==> config.mk <==
export PLATFORM = sky130hd
export DESIGN_NAME = mac_tuple_scanner
export DESIGN_NICKNAME = d
export VERILOG_FILES = /design/src/rtl/scan_pkg.sv /design/src/rtl/scan_hdr_match.sv /design/src/rtl/scan_next_addr.sv /design/src/rtl/scan_byte_collect.sv /design/src/rtl/mac_tuple_scanner.sv
export SDC_FILE = /design/constraint.sdc
export NUM_CORES = 1
export LEC_CHECK = 0
export ABC_AREA = 0
export BUFFER_PORTS_ARGS = -buffer_cell sky130_fd_sc_hd__buf_2
export CELL_PAD_IN_SITES_DETAIL_PLACEMENT = 0
export CELL_PAD_IN_SITES_GLOBAL_PLACEMENT = 1
export CORE_ASPECT_RATIO = 1.75
export CORE_MARGIN = 5
export CORE_UTILIZATION = 40
export CTS_CLUSTER_DIAMETER = 200
export DETAILED_ROUTE_END_ITERATION = 10
export PLACE_DENSITY_LB_ADDON = 0.1
export SETUP_SLACK_MARGIN = 0.02
export SLEW_MARGIN = 40
export SYNTH_ARGS = -nofsm -noshare
export SYNTH_HDL_FRONTEND = slang
export SYNTH_SLANG_ARGS = --single-unit
==> constraint.sdc <==
create_clock -name clk -period 3 [get_ports clk]
set_input_delay 0.45 -clock clk [delete_from_list [all_inputs] [get_ports clk]]
set_output_delay 0.45 -clock clk [all_outputs]
set_load 0.05 [all_outputs]
==> src/rtl/scan_pkg.sv <==
package scan_pkg;
   typedef enum logic [2:0] {
      ST_IDLE,
      ST_REQ,
      ST_CAP,
      ST_EVAL,
      ST_PUB
   } scan_state_t;

   typedef enum logic {
      PH_HDR,
      PH_DATA
   } scan_phase_t;
endpackage

==> src/rtl/scan_hdr_match.sv <==
module scan_hdr_match #(
   parameter logic [7:0] CODE_V = 8'h22,
   parameter logic [7:0] ID_V   = 8'h04,
   parameter logic [7:0] LEN_V  = 8'h06
) (
   input  logic [7:0] code_b,
   input  logic [7:0] id_b,
   input  logic [7:0] len_b,
   output logic       hit
);
   // all three fields must agree; a partial agreement is a miss
   assign hit = (code_b == CODE_V) && (id_b == ID_V) && (len_b == LEN_V);
endmodule

==> src/rtl/scan_next_addr.sv <==
module scan_next_addr #(
   parameter int AW    = 12,
   parameter int LIMIT = 'h1F7
) (
   input  logic [AW-1:0] base,
   input  logic [7:0]    link,
   output logic [AW-1:0] nxt,
   output logic          past_end
);
   // one spare bit so a sum beyond the bus width still compares correctly
   logic [AW:0] sum;

   assign sum      = {1'b0, base} + (AW+1)'(link) + (AW+1)'(2);
   assign past_end = (sum >= (AW+1)'(LIMIT));
   assign nxt      = sum[AW-1:0];
endmodule

==> src/rtl/scan_byte_collect.sv <==
module scan_byte_collect #(
   parameter int NBYTES    = 6,
   parameter bit MSB_FIRST = 1'b1,
   parameter int IW        = 3
) (
   input  logic                clk,
   input  logic                rst_n,
   input  logic                clr,
   input  logic                load,
   input  logic [7:0]          din,
   input  logic [IW-1:0]       pos,
   output logic [8*NBYTES-1:0] q
);
   localparam int W = 8 * NBYTES;

   generate
      if (MSB_FIRST) begin : g_shift
         // first byte read ends up in the top byte lane
         logic unused_pos;
         assign unused_pos = ^pos;
         always_ff @(posedge clk) begin
            if (!rst_n || clr) q <= '0;
            else if (load)     q <= W'({q, din});
         end
      end else begin : g_place
         // first byte read lands in the bottom byte lane
         always_ff @(posedge clk) begin
            if (!rst_n || clr) q <= '0;
            else if (load)     q[int'(pos)*8 +: 8] <= din;
         end
      end
   endgenerate
endmodule

==> src/rtl/mac_tuple_scanner.sv <==
module mac_tuple_scanner
   import scan_pkg::*;
#(
   parameter int         AW         = 12,
   parameter int         START_ADDR = 'h100,
   parameter int         LIMIT_ADDR = 'h1F7,
   parameter logic [7:0] MATCH_CODE = 8'h22,
   parameter logic [7:0] MATCH_ID   = 8'h04,
   parameter logic [7:0] MATCH_LEN  = 8'h06,
   parameter int         MAC_BYTES  = 6,
   parameter bit         MSB_FIRST  = 1'b1
) (
   input  logic                   clk,
   input  logic                   rst_n,
   input  logic                   start,
   output logic                   rom_rd,
   output logic [AW-1:0]          rom_addr,
   input  logic [7:0]             rom_data,
   output logic                   done,
   output logic                   found,
   output logic [8*MAC_BYTES-1:0] mac_addr
);
   localparam int HDR_BYTES = 4;
   localparam int LAST_IDX  = HDR_BYTES + MAC_BYTES - 1;
   localparam int IDXW      = $clog2(LAST_IDX + 1);
   localparam int CIW       = (MAC_BYTES > 1) ? $clog2(MAC_BYTES) : 1;
   localparam int MACW      = 8 * MAC_BYTES;

   // elaboration-time parameter checks
   if (AW < 9 || AW <= IDXW) begin : g_bad_aw
      $error("AW too narrow for link arithmetic");
   end
   if (START_ADDR >= LIMIT_ADDR) begin : g_bad_window
      $error("START_ADDR must lie below LIMIT_ADDR");
   end
   if (LIMIT_ADDR + LAST_IDX > (1 << AW)) begin : g_bad_reach
      $error("last record payload does not fit the address bus");
   end
   if (MAC_BYTES < 1) begin : g_bad_bytes
      $error("MAC_BYTES must be at least 1");
   end

   scan_state_t     st;
   scan_phase_t     ph;
   logic [AW-1:0]   base;
   logic [IDXW-1:0] idx;
   logic [7:0]      h_code, h_link, h_id, h_len;
   logic            found_q, done_q;
   logic [MACW-1:0] mac_q, coll_q;
   logic            hit, past_end;
   logic [AW-1:0]   nxt;
   logic            busy;
   logic            coll_clr, coll_ld;
   logic [CIW-1:0]  coll_pos;

   assign busy     = (st != ST_IDLE);
   assign rom_rd   = (st == ST_REQ);
   assign rom_addr = base + AW'(idx);
   assign done     = done_q;
   assign found    = found_q;
   assign mac_addr = mac_q;

   assign coll_clr = (st == ST_IDLE) && start;
   assign coll_ld  = (st == ST_CAP) && (ph == PH_DATA);
   assign coll_pos = CIW'(idx - IDXW'(HDR_BYTES));

   scan_hdr_match #(
      .CODE_V (MATCH_CODE),
      .ID_V   (MATCH_ID),
      .LEN_V  (MATCH_LEN)
   ) u_match (
      .code_b (h_code),
      .id_b   (h_id),
      .len_b  (h_len),
      .hit    (hit)
   );

   scan_next_addr #(
      .AW    (AW),
      .LIMIT (LIMIT_ADDR)
   ) u_next (
      .base     (base),
      .link     (h_link),
      .nxt      (nxt),
      .past_end (past_end)
   );

   scan_byte_collect #(
      .NBYTES    (MAC_BYTES),
      .MSB_FIRST (MSB_FIRST),
      .IW        (CIW)
   ) u_coll (
      .clk   (clk),
      .rst_n (rst_n),
      .clr   (coll_clr),
      .load  (coll_ld),
      .din   (rom_data),
      .pos   (coll_pos),
      .q     (coll_q)
   );

   always_ff @(posedge clk) begin
      if (!rst_n) begin
         st      <= ST_IDLE;
         ph      <= PH_HDR;
         base    <= '0;
         idx     <= '0;
         h_code  <= '0;
         h_link  <= '0;
         h_id    <= '0;
         h_len   <= '0;
         found_q <= 1'b0;
         done_q  <= 1'b0;
         mac_q   <= '0;
      end else begin
         done_q <= 1'b0;
         case (st)
            ST_IDLE: begin
               if (start) begin
                  base    <= AW'(START_ADDR);
                  idx     <= '0;
                  ph      <= PH_HDR;
                  found_q <= 1'b0;
                  mac_q   <= '0;
                  st      <= ST_REQ;
               end
            end
            ST_REQ: st <= ST_CAP;
            ST_CAP: begin
               if (ph == PH_HDR) begin
                  case (idx[1:0])
                     2'd0:    h_code <= rom_data;
                     2'd1:    h_link <= rom_data;
                     2'd2:    h_id   <= rom_data;
                     default: h_len  <= rom_data;
                  endcase
                  if (idx == IDXW'(HDR_BYTES - 1)) begin
                     st <= ST_EVAL;
                  end else begin
                     idx <= idx + 1'b1;
                     st  <= ST_REQ;
                  end
               end else if (idx == IDXW'(LAST_IDX)) begin
                  st <= ST_PUB;
               end else begin
                  idx <= idx + 1'b1;
                  st  <= ST_REQ;
               end
            end
            ST_EVAL: begin
               if (hit) begin
                  ph  <= PH_DATA;
                  idx <= IDXW'(HDR_BYTES);
                  st  <= ST_REQ;
               end else if (h_link == 8'h00 || past_end) begin
                  done_q <= 1'b1;
                  st     <= ST_IDLE;
               end else begin
                  base <= nxt;
                  idx  <= '0;
                  st   <= ST_REQ;
               end
            end
            ST_PUB: begin
               mac_q   <= coll_q;
               found_q <= 1'b1;
               done_q  <= 1'b1;
               st      <= ST_IDLE;
            end
            default: st <= ST_IDLE;
         endcase
      end
   end
endmodule

==> results of run 1 <==
## timing repair
item | CTS | global route
cloned | 0 | 0
gates resized for setup | 17 | 18
pin swaps | 6 | 14
endpoints found under the hold margin | 0 | 0
buffers inserted | 3 | 7
setup endpoints to repair | 21 | 24
## state kept, by name, indices dropped and copies added (netlist names)
register and flops:
mac_addr 48, u_coll.q 48, base 12, h_code 8, h_id 8, h_len 8, h_link 8, idx 4
st 3, done 1, found 1, ph 1
## area by class of cell
| cell class | instances | area, µm² |
|---|---|---|
| clock buffers | 18 | 439 |
| inverters | 14 | 55.1 |
| clock inverters | 13 | 138 |
| multi-input cells | 490 | 3080 |
| flip-flops and latches | 150 | 3010 |
| well taps | 186 | 233 |
| repair buffers | 115 | 713 |
| fillers | 1494 | 7580 |
## logic make-up (layout without fill, tap and decap cells)
group / count (synthesis) / in the layout
and+or+nand+nor: 266 / 266
xor gates and xnor gates: 13 / 13
muxes: 9 / 9
AOI/OAI and AO/OA: 175 / 175
DFF: 150 / 150
buffers and inverters: 59 / 160
adders and majority gates: 27 / 27
## synthesized netlist by cell type, drive strengths merged (5+ instances only)
| cell type | count | area (µm²) |
|---|---|---|
| nand2 | 162 | 608 |
| dfxtp | 150 | 3000 |
| mux2i | 9 | 90.1 |
| clkbuf | 33 | 125 |
| xnor2 | 11 | 96.3 |
| and2 | 5 | 31.3 |
| a21oi | 89 | 457 |
| and3 | 5 | 31.3 |
| nor4 | 9 | 56.3 |
| buf | 12 | 53.8 |
| nand3 | 37 | 185 |
| inv | 14 | 52.6 |
| nor2 | 19 | 71.3 |
| a22o | 47 | 412 |
| ha | 25 | 313 |
| o21ai | 7 | 35.0 |
| a21o | 5 | 37.5 |
## worst max-delay path, delay by kind of cell (launching register included)
| kind | cells | cell delay [ns] |
|---|---|---|
| compound gates | 3 | 1.06 |
| fa+ha+maj | 3 | 0.70 |
| simple gates | 3 | 0.43 |
| buf+inv | 4 | 0.34 |
| flops | 1 | 0.33 |
| mux | 1 | 0.16 |
## power breakdown
group          switching, µW  internal (µW)
combinational            130           57.8
clock                    895           1190
sequential              9.46           2000
total                   1030           3250
## per-stage QoR
stage                     hold WS, ns  worst slack, ns  TNS (ns)  utilization [%]  area (µm²)
final                           0.344           -0.103    -0.620             50.3        7660
after global routing            0.336           -0.216     -2.09             50.3        7660
after CTS                       0.330          -0.0765    -0.453             49.5        7540
after detailed placement        0.444           -0.229     -1.84             45.1        6880
after global placement          0.439           -0.177     -1.22             45.1        6880
after floorplan                 0.431           0.0258         0                -        6180
## routing by layer
metal  global-route usage, %  vias up  routed length, µm
li1                        -     2634                  -
met1                    20.4     2538               6700
met2                    35.3       71               9660
met3                    3.60       22                419
met4                    6.54        0                380
met5                       0        -                  0
## path summary, 6_finish.rpt
check / from / endpoint / cells past startpoint
worst max register to register: base[1]$_SDFFE_PN0P_ / base[2]$_SDFFE_PN0P_ / 14
worst min register to register: h_id[2]$_SDFFE_PN0P_ / h_id[2]$_SDFFE_PN0P_ / 2
worst max-delay path: base[1]$_SDFFE_PN0P_ / base[2]$_SDFFE_PN0P_ / 14
worst min-delay path: rom_data[7] / u_coll.q[7]$_SDFFE_PP0P_ / 3
==> flow_summary.toml, run 1 <==
[status]
status = "finished, violations left"
violations = "negative setup slack"

[sta]
fin_crit_ns = 3.10
relSlewSlack_pct = 60.2
worst_slack_ns = -0.103
period_share_pct = 103
setup_violations = 12
clock.fmax_ghz = 0.322
fin_skew_ns = 0.00948
worst_slew_pin_slew_ns = 0.594
slew_viol_final = 0
rsz0062_at_grt = "true"
finalHoldViolations = 0

[synthesis]
ys_types = 60
synth-seq-cells = 150
ys_async_sr_fraction_pct = 0
synthAdderAreaFrac_pct = 5.73
synthXorXnorAreaFrac_pct = 1.85
seq_area_frac_synth_pct = 48.7
synth_warnings = 0
muxShareOfSynthArea_pct = 1.46
syn_avg_cell_area_um2 = 8.82
synth_top_family_by_area = "simple AND/OR/NAND/NOR gates"
synth_area_um2 = 6160
synth_edf_count = 0
syn_nets = 737
synth-main-ff-cell = "dfxtp_1"
synthSimpleGateAreaFrac_pct = 19.4
syn_inst = 699
synth-compound-area-share_pct = 19.0

[drt]
antenna_left = 0
drtIter0Drc = 213
viasPerCell = 5.34
drt_first_pass_iters = 4
drc_errors = 0
via_count = 5265
routedWlPerCell_um = 17.4
wirelength_um = 17200

[placement]
placed_cells = 946
gp_congestion = 0.872
portBuffers = 73
post-dp-hpwl_um = 12200

[worst_setup_path]
startpoint_type = "register"
cp.required_ns = 3.33
worst_path_max_delay_cell = "o41a_1"
cp_max_fo = 8
cp_cell_sequence = "inv_2 -> ha_4 -> inv_4 -> ha_4 -> inv_2 -> fa_2 -> and2b_1 -> o221a_4 -> nor4_2 -> a311o_1 -> and4_4 -> o41a_1 -> buf_6 -> mux2i_1"
rrSetupSlack_ns = -0.10
cp.arrival_ns = 3.44
slowest_delay_ns = 0.53
path_class = "reg2reg"
critical_path.endpoint_type = "register"

[finish]
final_common_cell = "nand2_1"
areaGrowthSynthToFinish_pct = 24.4
final_cells = 986
final_cell_mix = "162 x nand2_1, 147 x dfxtp_1, 85 x a21oi_1"
nNetsFinal = 826
antenna_cells = 0
drive_above_1_share_pct = 22.4

[die]
dieArea_um2 = 18100
die_w_um = 104
core-area_um2 = 15200
start_util_pct = 40.4
die_h_um = 174
io-pin-count = 74
rows = 60

[clocking]
clk_latency_ns = 0.42
cts_hold_buf = 0
clock_path_buffers = 2
ctsRootBufferMaster = "clkbuf_16"
path_clk_slew_ns = 0.06
htreeDepth = 4
cts_tree = "built"
cts_sinks = 150
cts_buffers = 17

[global_routing]
grt_usage_pct = 18.7
grt_pass1_vias = 5157
antenna_found_initial = 0
grt_remaining_overflow = 0
grt_max_degree = 50
grt_pass1_wl_um = 27300

[power]
power_density_nw_per_um2 = 558
ir_worst_vdd_uv = 356
p_leak_uw = 0.00315
fin_total_pwr_uw = 4280

[job]
maxCapViolations = 0

[worst_hold_path]
hold_class = "in2reg"
Power figures use the tool's default switching activity.
==> run 2: changes to the inputs <==
--- a/config.mk
+++ b/config.mk
@@ -14,6 +14,8 @@
 export CORE_UTILIZATION = 40
 export CTS_CLUSTER_DIAMETER = 200
 export DETAILED_ROUTE_END_ITERATION = 10
+export GPL_TIMING_DRIVEN = 0
+export MAX_ROUTING_LAYER = met4
 export PLACE_DENSITY_LB_ADDON = 0.1
 export SETUP_SLACK_MARGIN = 0.02
 export SLEW_MARGIN = 40
==> run 2 against run 1 <==
  * Clock-buffer cell count increased by 1
  * Power decreased by 0.47%
  * Design area decreased by 0.96%
  * Global-route usage increased by 0.74 points
  * Combinational power decreased by 3%
  * The run still ends with negative setup slack left
  * Via count increased by 0.65%
  * Die area unchanged
  * Clock skew about the same
  * First-iteration DRC count increased by 30%
==> flow_summary.toml, run 2 (same netlist as run 1, synthesis figures left out) <==
[worst_setup_path]
crit_start = "h_link[1]$_SDFFE_PN0P_"
startpoint_type = "register"
critical_path.endpoint_type = "register"
cp_num_buf_inv = 4
slowest_delay_ns = 0.38
reg2reg_from = "h_link[1]$_SDFFE_PN0P_"
critPathTopFamily = "compound AO/OA/AOI/OAI gates"
cp.arrival_ns = 3.48
cp_cell_sequence = "inv_2 -> ha_4 -> inv_4 -> ha_4 -> inv_2 -> fa_2 -> and2b_1 -> o221a_4 -> o211ai_1 -> mux2i_1 -> o2bb2ai_4 -> o41a_1 -> buf_6 -> and3_4"
cp_max_fo = 10
worst_path_max_delay_cell = "o41a_1"
path_class = "reg2reg"
cp.required_ns = 3.31

[global_routing]
grt_pass1_wl_um = 27800
grt_remaining_overflow = 0
grt_max_degree = 17
grt_usage_pct = 19.4
grt_pass1_vias = 5292
antenna_found_initial = 0

[sta]
slew_viol_final = 0
clock.fmax_ghz = 0.316
fin_crit_ns = 3.16
worst_slack_ns = -0.165
relSlewSlack_pct = 53.4
finalHoldViolations = 0
worst_slew_pin_slew_ns = 0.698
setup_violations = 16
period_share_pct = 105
rsz0062_at_grt = "true"
fin_skew_ns = 0.00952

[finish]
nNetsFinal = 842
fin_util_pct = 49.8
antenna_cells = 0
fillers = 1501
stdcell_area_um2 = 7590
final_cells = 1003
multi_input_area_um2 = 3050
regArea_um2 = 3020
final_common_cell = "nand2_1"
drive_above_1_share_pct = 18.8
areaGrowthSynthToFinish_pct = 23.2
final_cell_mix = "162 x nand2_1, 141 x dfxtp_1, 87 x a21oi_1"

[power]
p_int_uw = 3220
power_density_nw_per_um2 = 561
swShare_pct = 24.4
fin_total_pwr_uw = 4260
p_leak_uw = 0.00305
clkPwrFrac_pct = 48.7
ir_worst_vdd_uv = 289
combinationalPowerShare_pct = 4.3
pwr-share-seq_pct = 47.0
netSwitchingPower_uw = 1040

[clocking]
path_clk_slew_ns = 0.06
clock_path_buffers = 2
cts_sinks = 150
cts_buffers = 17
cts_hold_buf = 0
clk_latency_ns = 0.42
ctsRootBufferMaster = "clkbuf_16"
htreeDepth = 4
cts_tree = "built"

[drt]
viasPerCell = 5.28
drc_errors = 0
drt_first_pass_iters = 5
antenna_left = 0
via_count = 5299
drtIter0Drc = 276
routedWlPerCell_um = 17.1
wirelength_um = 17100

[placement]
gp_congestion = 0.904
portBuffers = 73
post-dp-hpwl_um = 12900
placed_cells = 958
dpl-instance-area_um2 = 6780

[die]
die_w_um = 104
dieArea_um2 = 18100
rows = 60
core-area_um2 = 15200
die_h_um = 174
start_util_pct = 40.4
io-pin-count = 74

[worst_hold_path]
hold_class = "in2reg"
worst_hold_startpoint = "rom_data[7]"

[status]
status = "finished, violations left"
violations = "negative setup slack"

[job]
maxCapViolations = 0
[run 2: cell count changes in the layout (fill, tap and decap cells not counted), moves of 2 or more]
| cell | before | now |
|---|---|---|
| dfxtp_2 | 3 | 7 |
| dfxtp_1 | 147 | 141 |
| ha_4 | 5 | 3 |
| buf_1 | 0 | 10 |
| clkinv_4 | 0 | 2 |
| a21oi_1 | 85 | 87 |
| buf_6 | 4 | 2 |
| ha_1 | 20 | 22 |
| dfxtp_4 | 0 | 2 |
| buf_4 | 39 | 15 |
| and3_4 | 0 | 2 |
| clkbuf_1 | 0 | 34 |
[run 2: what timing repair did]
item | in CTS | in global routing
cloned | 0 | 0
resized for setup | 21 | 21
setup buffers | 6 | 8
pin swaps | 4 | 7
endpoints found under the setup margin | 24 | 24
[run 2: worst paths after layout]
path / cells after the start / slack, ns / to
setup / recovery: 14 / -0.16 / base[10]$_SDFFE_PN0P_
setup reg to reg: 14 / -0.16 / base[10]$_SDFFE_PN0P_
hold / removal: 3 / 0.35 / u_coll.q[7]$_SDFFE_PP0P_
hold reg to reg: 2 / 0.45 / h_len[2]$_SDFFE_PN0P_
[run 2: layout make-up]
cell class,instances,share of cell area (%)
Multi-Input combinational cell,490,40.2
Sequential cell,150,39.8
Timing Repair Buffer,86,6.25
Clock buffer,19,5.70
Tap cell,186,3.07
Buffer,45,2.36
Clock inverter,13,1.90
Inverter,14,0.775
[run 2: metal layers]
metal	vias up	part of all wire, %	wire length (µm)	GRT usage (%)
li1	2665	-	-	-
met1	2507	39	6640	20.1
met2	97	56	9550	36.0
met3	30	2.9	502	3.23
met5	-	0	0	-
met4	0	2.6	447	7.56
[run 2: through the flow]
stage          setup slack, ns  setup TNS [ns]  hold WS, ns
3_5_place_dp            -0.343           -4.34        0.449
6_report                -0.165           -1.84        0.346
4_1_cts                 -0.133           -1.17        0.334
5_1_grt                 -0.260           -3.57        0.346
2_1_floorplan           0.0258               0        0.431
3_3_place_gp            -0.221           -2.64        0.439
[run 2: power by group through the flow]
stage               Sequential [µW]  Combinational [µW]  Clock, µW
CTS                            2000                 181       2120
floorplan                      2050                 113          0
finish                         2000                 183       2070
global route                   2000                 200       2210
detailed placement             2050                 174          0
global placement               2050                 172          0
[run 2: worst reg2reg max path, delay by kind of cell (launching register included)]
family / cells / cell delay, ns
AOI/OAI and AO/OA: 4 / 1.04
adders and majority gates: 3 / 0.61
and+or+nand+nor: 2 / 0.38
DFF: 1 / 0.35
muxes: 1 / 0.34
buffers and inverters: 4 / 0.33
==> run 3: changes to the inputs <==
--- a/config.mk
+++ b/config.mk
@@ -6,12 +6,13 @@
 export NUM_CORES = 1
 export LEC_CHECK = 0
 export ABC_AREA = 0
+export ABC_CLOCK_PERIOD_IN_PS = 3100
 export BUFFER_PORTS_ARGS = -buffer_cell sky130_fd_sc_hd__buf_2
 export CELL_PAD_IN_SITES_DETAIL_PLACEMENT = 0
 export CELL_PAD_IN_SITES_GLOBAL_PLACEMENT = 1
 export CORE_ASPECT_RATIO = 1.75
 export CORE_MARGIN = 5
-export CORE_UTILIZATION = 40
+export CORE_UTILIZATION = 44
 export CTS_CLUSTER_DIAMETER = 200
 export DETAILED_ROUTE_END_ITERATION = 10
 export GPL_TIMING_DRIVEN = 0
==> constraint.sdc (replaced) <==
create_clock -name clk -period 3.1 [get_ports clk]
set_input_delay 0.465 -clock clk [delete_from_list [all_inputs] [get_ports clk]]
set_output_delay 0.465 -clock clk [all_outputs]
set_load 0.05 [all_outputs]
==> run 3 against run 2 <==
  * The run still ends with negative setup slack left
  * Sequential power is 3% lower
  * Clock skew is 0.0033 ns higher
  * Utilization is 4.9 points higher
  * Combinational power is 3% lower
  * First-iteration DRC count is 21% lower
  * Clock power is 4% higher
  * Wire length is 3.1% lower
  * Power is 0.47% higher
  * Clock-buffer cell count is 2 lower
  * Critical path depth stayed put
  * Critical endpoint is now base[9]$_SDFFE_PN0P_
  * Largest power group unchanged
==> flow_summary.toml, run 3 (same netlist as run 1, synthesis figures left out) <==
[worst_setup_path]
cp_max_fo = 5
startpoint_type = "register"
cp.arrival_ns = 3.42
cp.required_ns = 3.41
critical_path.endpoint_type = "register"
path_class = "reg2reg"

[finish]
antenna_cells = 0
stdcell_area_um2 = 7560
final_cell_mix = "162 x nand2_1, 143 x dfxtp_1, 87 x a21oi_1"
final_common_cell = "nand2_1"
areaGrowthSynthToFinish_pct = 22.8
nNetsFinal = 837
fin_util_pct = 54.7
drive_above_1_share_pct = 18.0

[clocking]
path_clk_slew_ns = 0.07
cts_tree = "built"
cts_buffers = 17
clk_latency_ns = 0.42
ctsRootBufferMaster = "clkbuf_16"
cts_sinks = 150
clock_path_buffers = 2
cts_hold_buf = 0
htreeDepth = 4

[sta]
worst_slack_ns = -0.00781
setup_violations = 2
relSlewSlack_pct = 54.4
worst_slew_pin_slew_ns = 0.682
clock.fmax_ghz = 0.322
finalHoldViolations = 0
period_share_pct = 100
slew_viol_final = 0
fin_setup_tns_ns = -0.0145
fin_skew_ns = 0.0128
rsz0062_at_grt = "true"
fin_crit_ns = 3.11

[drt]
wirelength_um = 16600
drt_first_pass_iters = 4
drc_errors = 0
via_count = 5402
routedWlPerCell_um = 16.8
viasPerCell = 5.46
drtIter0Drc = 218
antenna_left = 0

[job]
maxCapViolations = 0

[global_routing]
antenna_found_initial = 0
grt_max_degree = 18
grt_pass1_wl_um = 26500
grt_pass1_vias = 5309
grt_usage_pct = 20.7
grt_remaining_overflow = 0

[placement]
portBuffers = 73
dpl-instance-area_um2 = 6760
post-dp-hpwl_um = 12500
gp_congestion = 0.868

[die]
die_h_um = 167
rows = 57
die_w_um = 99.5
core-area_um2 = 13800
io-pin-count = 74
dieArea_um2 = 16600
start_util_pct = 44.5

[status]
status = "finished, violations left"
violations = "negative setup slack"

[worst_hold_path]
hold_class = "in2reg"

[power]
power_density_nw_per_um2 = 566
ir_worst_vdd_uv = 309
p_leak_uw = 0.00304
==> run 3: report_power, final <==
part | leakage [µW] | internal, µW | total [µW] | switching, µW
Clock | 0.000302 | 1240 | 2160 | 924
Combinational | 0.00153 | 47.6 | 177 | 130
Sequential | 0.00121 | 1930 | 1940 | 5.05
==> run 3: critical path, stage by stage, from the launching register on <==
cell and delay [ns]:
dfxtp_2 0.34, inv_2 0.05, ha_4 0.26, inv_2 0.04, ha_4 0.15, inv_2 0.05, fa_2 0.19, and2b_1 0.21
o221a_4 0.25, o211ai_1 0.32, mux2i_2 0.32, o2bb2ai_4 0.10, o41a_1 0.39, buf_6 0.18, and3_4 0.17
==> run 3: final timing paths <==
| kind | from | end | slack [ns] | depth (start not counted) |
|---|---|---|---|---|
| hold / removal | rom_data[4] | u_coll.q[4]$_SDFFE_PP0P_ | 0.36 | 3 |
| setup / recovery | h_link[1]$_SDFFE_PN0P_ | base[9]$_SDFFE_PN0P_ | -0.008 | 14 |
| hold reg to reg | u_coll.q[40]$_SDFFE_PP0P_ | u_coll.q[40]$_SDFFE_PP0P_ | 0.46 | 2 |
| setup reg to reg | h_link[1]$_SDFFE_PN0P_ | base[9]$_SDFFE_PN0P_ | -0.008 | 14 |
==> run 3: layout make-up <==
class	instances	area [µm²]
clock inverters	15	209
clock buffers	17	425
multi-input cells	490	3030
plain buffers	45	179
repair buffers	81	435
inverters	14	52.6
flip-flops and latches	150	3010
fillers	1332	6270
well taps	177	221
==> run 3: per-layer routing <==
layer | vias up | wire (µm) | GRT usage, %
met1 | 2575 | 6360 | 21.4
met4 | 0 | 662 | 9.69
met2 | 130 | 8980 | 36.9
li1 | 2664 | - | -
met5 | - | 0 | -
met3 | 33 | 608 | 4.23
==> run 3: repair_timing <==
item	4_1_cts	5_1_grt
buffers inserted	4	3
cloned	1	0
pin swaps	10	10
resized for setup	22	12
setup endpoints to repair	23	22
==> run 3: through the flow <==
step / total power [µW] / worst slack, ns / hold WS (ns) / cells
finish: 4280 / -0.00781 / 0.361 / 989
global route: 4420 / -0.127 / 0.351 / 989
CTS: 4310 / -0.188 / 0.337 / 986
detailed placement: 2150 / -0.240 / 0.449 / 949
global placement: 2150 / -0.155 / 0.439 / 949
floorplan: 2090 / 0.0397 / 0.431 / 699
